<file path="src/rtl/psb_pkg.sv">
package psb_pkg;
  // Strobes from the period timing control to the dead-time datapath.
  typedef struct packed {
    logic live;   // a tick has been seen, legs are switching
    logic legAb;  // first leg raw high phase
    logic legCd;  // second leg raw high phase
  } psbStrobe_t;
endpackage

</file>
<file path="src/rtl/psb_ctrl.sv">
module psb_ctrl
  import psb_pkg::*;
#(
  parameter int PERIOD  = 20,
  parameter int CMD_W   = 8,
  parameter int ZERO_TH = 4,
  parameter int DEAD_W  = 4
) (
  input  logic              clk,
  input  logic              rstN,
  input  logic              periodTick,
  input  logic [CMD_W-1:0]  phaseCmd,
  input  logic [DEAD_W-1:0] deadAbSet,
  input  logic [DEAD_W-1:0] deadCdSet,
  output psbStrobe_t        strobe,
  output logic [DEAD_W-1:0] deadAb,
  output logic [DEAD_W-1:0] deadCd
);
  localparam int HALF  = PERIOD / 2;
  localparam int CNT_W = $clog2(PERIOD);

  logic [CNT_W-1:0]  cnt;
  logic              run;
  logic [CNT_W-1:0]  phaseQ;
  logic [CNT_W-1:0]  phaseNext;
  logic [CMD_W:0]    cmdDiff;
  logic [CNT_W:0]    shifted;

  function automatic logic [DEAD_W-1:0] clampDead(input logic [DEAD_W-1:0] v);
    if (v == '0) return DEAD_W'(1);
    if (v > DEAD_W'(HALF - 1)) return DEAD_W'(HALF - 1);
    return v;
  endfunction

  // Phase command: at or below threshold is zero shift, saturate at half period.
  always_comb begin
    cmdDiff = {1'b0, phaseCmd} - (CMD_W+1)'(ZERO_TH);
    if (phaseCmd <= CMD_W'(ZERO_TH))
      phaseNext = '0;
    else if (cmdDiff >= (CMD_W+1)'(HALF))
      phaseNext = CNT_W'(HALF);
    else
      phaseNext = CNT_W'(cmdDiff);
  end

  always_ff @(posedge clk) begin
    if (!rstN) begin
      cnt    <= '0;
      run    <= 1'b0;
      phaseQ <= '0;
      deadAb <= DEAD_W'(1);
      deadCd <= DEAD_W'(1);
    end else if (periodTick) begin
      cnt    <= '0;
      run    <= 1'b1;
      phaseQ <= phaseNext;
      deadAb <= clampDead(deadAbSet);
      deadCd <= clampDead(deadCdSet);
    end else if (run) begin
      cnt <= (cnt == CNT_W'(PERIOD - 1)) ? '0 : cnt + 1'b1;
    end
  end

  // Second leg position: (cnt - phase) modulo PERIOD.
  always_comb begin
    shifted = {1'b0, cnt} + (CNT_W+1)'(PERIOD) - {1'b0, phaseQ};
    if (shifted >= (CNT_W+1)'(PERIOD))
      shifted = shifted - (CNT_W+1)'(PERIOD);
  end

  assign strobe.live  = run;
  assign strobe.legAb = run && (cnt < CNT_W'(HALF));
  assign strobe.legCd = run && (shifted < (CNT_W+1)'(HALF));
endmodule

</file>
<file path="src/rtl/psb_dead_chan.sv">
module psb_dead_chan #(
  parameter int DEAD_W = 4
) (
  input  logic              clk,
  input  logic              rstN,
  input  logic              rawIn,
  input  logic              kill,
  input  logic [DEAD_W-1:0] deadSet,
  output logic              gateOut
);
  logic [DEAD_W-1:0] onCnt;

  // Counts cycles the raw request has been high; restarts on kill.
  always_ff @(posedge clk) begin
    if (!rstN || kill || !rawIn)
      onCnt <= '0;
    else if (onCnt != '1)
      onCnt <= onCnt + 1'b1;
  end

  assign gateOut = rawIn && !kill && (onCnt >= deadSet);
endmodule

</file>
<file path="src/rtl/psb_datapath.sv">
module psb_datapath
  import psb_pkg::*;
#(
  parameter int DEAD_W = 4
) (
  input  logic              clk,
  input  logic              rstN,
  input  psbStrobe_t        strobe,
  input  logic [DEAD_W-1:0] deadAb,
  input  logic [DEAD_W-1:0] deadCd,
  input  logic              outDisable,
  output logic [3:0]        gate
);
  logic [3:0] raw;

  // Index 0..3 = A, B, C, D.
  assign raw[0] = strobe.live &&  strobe.legAb;
  assign raw[1] = strobe.live && !strobe.legAb;
  assign raw[2] = strobe.live &&  strobe.legCd;
  assign raw[3] = strobe.live && !strobe.legCd;

  for (genvar g = 0; g < 4; g++) begin : gChan
    logic [DEAD_W-1:0] deadSel;
    if (g < 2) begin : gLegAb
      assign deadSel = deadAb;
    end else begin : gLegCd
      assign deadSel = deadCd;
    end
    psb_dead_chan #(.DEAD_W(DEAD_W)) u_chan (
      .clk     (clk),
      .rstN    (rstN),
      .rawIn   (raw[g]),
      .kill    (outDisable),
      .deadSet (deadSel),
      .gateOut (gate[g])
    );
  end
endmodule

</file>
<file path="src/rtl/psb_bridge.sv">
module psb_bridge
  import psb_pkg::*;
#(
  parameter int PERIOD  = 20,
  parameter int CMD_W   = 8,
  parameter int ZERO_TH = 4,
  parameter int DEAD_W  = 4
) (
  input  logic              clk,
  input  logic              rstN,
  input  logic              periodTick,
  input  logic [CMD_W-1:0]  phaseCmd,
  input  logic [DEAD_W-1:0] deadAbSet,
  input  logic [DEAD_W-1:0] deadCdSet,
  input  logic              outDisable,
  output logic              outA,
  output logic              outB,
  output logic              outC,
  output logic              outD
);
  psbStrobe_t        strobe;
  logic [DEAD_W-1:0] deadAb;
  logic [DEAD_W-1:0] deadCd;
  logic [3:0]        gate;

  psb_ctrl #(.PERIOD(PERIOD), .CMD_W(CMD_W), .ZERO_TH(ZERO_TH), .DEAD_W(DEAD_W)) u_ctrl (
    .clk(clk), .rstN(rstN), .periodTick(periodTick), .phaseCmd(phaseCmd),
    .deadAbSet(deadAbSet), .deadCdSet(deadCdSet),
    .strobe(strobe), .deadAb(deadAb), .deadCd(deadCd)
  );

  psb_datapath #(.DEAD_W(DEAD_W)) u_dp (
    .clk(clk), .rstN(rstN), .strobe(strobe), .deadAb(deadAb), .deadCd(deadCd),
    .outDisable(outDisable), .gate(gate)
  );

  assign outA = gate[0];
  assign outB = gate[1];
  assign outC = gate[2];
  assign outD = gate[3];
endmodule

</file>
<file path="config.mk">
export PLATFORM = sky130hd
export DESIGN_NAME = psb_bridge
export DESIGN_NICKNAME = d
export VERILOG_FILES = /design/src/rtl/psb_pkg.sv /design/src/rtl/psb_ctrl.sv /design/src/rtl/psb_dead_chan.sv /design/src/rtl/psb_datapath.sv /design/src/rtl/psb_bridge.sv
export SDC_FILE = /design/constraint.sdc
export NUM_CORES = 1
export LEC_CHECK = 0
export BUFFER_PORTS_ARGS = -buffer_cell sky130_fd_sc_hd__buf_2
export CELL_PAD_IN_SITES_DETAIL_PLACEMENT = 2
export CELL_PAD_IN_SITES_GLOBAL_PLACEMENT = 2
export CORE_MARGIN = 4
export CORE_UTILIZATION = 35
export CTS_CLUSTER_SIZE = 40
export DETAILED_ROUTE_END_ITERATION = 8
export HOLD_SLACK_MARGIN = 0.06
export PLACE_DENSITY_LB_ADDON = 0.08
export SLEW_MARGIN = 20
export SYNTH_ARGS = -nofsm -noshare
export SYNTH_HDL_FRONTEND = slang
export SYNTH_HIERARCHICAL = 1
export SYNTH_SLANG_ARGS = --single-unit
</file>
<file path="constraint.sdc">
create_clock -name clk -period 5.1 [get_ports clk]
set_input_delay 1.02 -clock clk [delete_from_list [all_inputs] [get_ports clk]]
set_output_delay 1.02 -clock clk [all_outputs]
set_load 0.01 [all_outputs]
</file>
==> flow_metrics.env <==
export IMPL_status="complete, no violations"
export IMPL_die_area_mm2=0.00817
export IMPL_finalHoldViolCount=0
export IMPL_grtUsageTotal=0.144
export IMPL_antenna_found_initial=0
export IMPL_insertion_delay_ps=290
export IMPL_cp_start_kind="register"
export IMPL_slowest_stage="dfxtp_1"
export IMPL_path_common_cell="ha_1"
export IMPL_maxCapViolations=0
export IMPL_clk_pin_slew_worst_paths_ps=60
export IMPL_syn_area_per_cell_um2=8.25
export IMPL_post_cts_buffers=0
export IMPL_clock_skew_ps=8.58
export IMPL_synthArstFlopShare=0
export IMPL_layout_area_seq_um2=701
export IMPL_crit_chain="ha_1 > ha_1 > fa_1 > xnor2_1 > ha_1 > nand3b_1 > a211o_1 > and3b_1 > o2111a_1 > and2b_2 > nor2b_2 > o21ai_0 > a21oi_1 > buf_2"
export IMPL_area_growth_pct=11.5
export IMPL_ys_ff_latch=35
export IMPL_grt_max_degree=18
export IMPL_slew_headroom=0.631
export IMPL_drive_gt1_frac=0.137
export IMPL_layout_common_cells="nor2_1, dfxtp_1, ha_1, inv_1, buf_2"
export IMPL_post_dp_hpwl_um=4490
export IMPL_postLayoutCoreUtil=0.410
export IMPL_dr_pass1_iters=4
export IMPL_fin_nets=369
export IMPL_gp_congestion=0.791
export IMPL_yosysTopAreaCell="dfxtp_1"
export IMPL_ys_seq_area_frac=0.295
export IMPL_multi_input_area_mm2=0.00153
export IMPL_route_detailed_drc=0
export IMPL_final_common_cell="nor2_1"
export IMPL_ff2ff_setup_slack_ps=1690
export IMPL_vias=2020
export IMPL_cp_top_family="adder cells"
export IMPL_critPathMaxStageDelay_ps=410
export IMPL_core_mm2=0.00646
export IMPL_port_buffers=23
export IMPL_cts_path_max_buffers=2
export IMPL_path_class="register to output pin"
export IMPL_path_buf_inv=1
export IMPL_crit_required_ps=4080
export IMPL_setup_violations=0
export IMPL_synth_area_leaders="dfxtp_1, ha_1, nor2_1"
export IMPL_via_per_inst=5.15
export IMPL_rsz0062_at_grt="no"
export IMPL_initial_core_util=0.368
export IMPL_ant_nets=0
export IMPL_p_total_uw=564
export IMPL_worst_hold_path_type="register to register"
export IMPL_min_period_ps=4640
export IMPL_yosys_most_used_dff="dfxtp_1"
export IMPL_grt_first_pass_wirelength_um=9740
export IMPL_timing_final_crit_share=0.910
export IMPL_ctsResizeCount=0
export IMPL_cts_sinks=35
export IMPL_power_leakage_nw=1.14
export IMPL_setup_tns_ps=0
export IMPL_fillers=747
export IMPL_critical_path_max_fanout=5
export IMPL_synth_nets=343
export IMPL_grt_overflow_total=0
export IMPL_wl_um=5530
export IMPL_rows=29
export IMPL_die_h_um=90.4
export IMPL_crit_path_end_kind="output pin"
export IMPL_syn_inst=288
export IMPL_syn_area_mm2=0.00237
export IMPL_yosysWarningCount=6
export IMPL_synth_top_area_frac=0.295
export IMPL_critical_path_arrival_ps=3620
export IMPL_fp_dieW_um=90.4
export IMPL_drt_iter0_drc=35
export IMPL_clock_root_buffer="clkbuf_8"
export IMPL_drv_slew=0
export IMPL_cts_tree="built"
export IMPL_fmax_mhz=215
export IMPL_diodes=0
export IMPL_grt_pass1_vias=2093
export IMPL_pin_count=24
export IMPL_cts_hold_buf=0
export IMPL_synth_edf_count=0
export IMPL_ys_types=45
export IMPL_avgRoutedWirePerCell_um=14.1
export IMPL_powerDensity_mw_per_mm2=213
export IMPL_htree_levels=2
export IMPL_ir_worst_vdd_mv=0.0910
export IMPL_cts_buffers=5
export IMPL_worstMarginPinSlew_ps=546
-- routing by layer --
metal / global-route usage / share of wire
met1: 0.182 / 0.49
met2: 0.250 / 0.49
met3: 0.0275 / 0.021
met4: 0.0344 / 0.0071
met5: 0 / 0
-- logic make-up (layout without fill, tap and decap cells) --
| family | count (synthesis) | after routing | synth area share |
|---|---|---|---|
| compound gates | 58 | 58 | 0.157 |
| xor+xnor | 10 | 10 | 0.0369 |
| fa+ha+maj | 35 | 35 | 0.188 |
| buf+inv | 37 | 64 | 0.0601 |
| flops | 35 | 35 | 0.295 |
| mux | 7 | 7 | 0.0295 |
| simple gates | 106 | 106 | 0.234 |
-- Yosys cell counts (all sizes together), types with 2 or more instances --
cell / number
a211oi: 5
clkbuf: 3
xnor2: 8
a21o: 5
nor4bb: 2
nor2b: 15
o22ai: 4
ha: 34
nand3b: 2
xor2: 2
nor3: 8
nand2: 14
a21oi: 9
and2: 5
a22o: 2
dfxtp: 35
inv: 33
nor3b: 2
mux2i: 7
nand3: 10
nor2: 42
o21ai: 19
a31oi: 4
-- where the power goes --
| group | switching, mW | leakage, nW | total, mW | internal [mW] |
|---|---|---|---|---|
| clock | 0.0977 | 0.0422 | 0.193 | 0.0958 |
| sequential | 0.00666 | 0.284 | 0.286 | 0.279 |
| combinational | 0.0453 | 0.809 | 0.0839 | 0.0386 |
| total | 0.150 | 1.14 | 0.564 | 0.414 |
-- final timing paths --
path                                  startpoint                            end  depth (start not counted)
worst max-delay path               u_ctrl/cnt[1]                           outD                         14
worst max register to register     u_ctrl/cnt[1]  u_dp/gChan[3].u_chan/onCnt[2]                         13
worst min-delay path            u_ctrl/phaseQ[4]               u_ctrl/phaseQ[4]                          1
worst min register to register  u_ctrl/phaseQ[4]               u_ctrl/phaseQ[4]                          1
-- flip-flops by register name (all words and copies together) (netlist names) --
name / count
u_dp/gChan.u_chan/onCnt: 16
u_ctrl/cnt: 5
u_ctrl/phaseQ: 5
u_ctrl/deadAb: 4
u_ctrl/deadCd: 4
u_ctrl/run: 1
-- stage by stage --
| step | area [um^2] | hold WS (ps) | setup slack (ps) | cells |
|---|---|---|---|---|
| 2_1_floorplan | 2370 | 434 | 1050 | 288 |
| 3_3_place_gp | 2570 | 451 | 837 | 384 |
| 3_5_place_dp | 2570 | 467 | 711 | 384 |
| 4_1_cts | 2650 | 483 | 391 | 392 |
| 5_1_grt | 2650 | 508 | 102 | 392 |
| 6_report | 2650 | 479 | 457 | 392 |
-- final cells by class --
| class | count | share of cell area |
|---|---|---|
| sequential | 35 | 0.265 |
| multi-input combinational | 216 | 0.578 |
| clock buffer | 7 | 0.0288 |
| clock inverter | 1 | 0.00189 |
| timing repair buffer | 23 | 0.0435 |
| tap | 77 | 0.0364 |
| inverter | 33 | 0.0468 |
No activity file was read; power rests on OpenSTA's default activity.
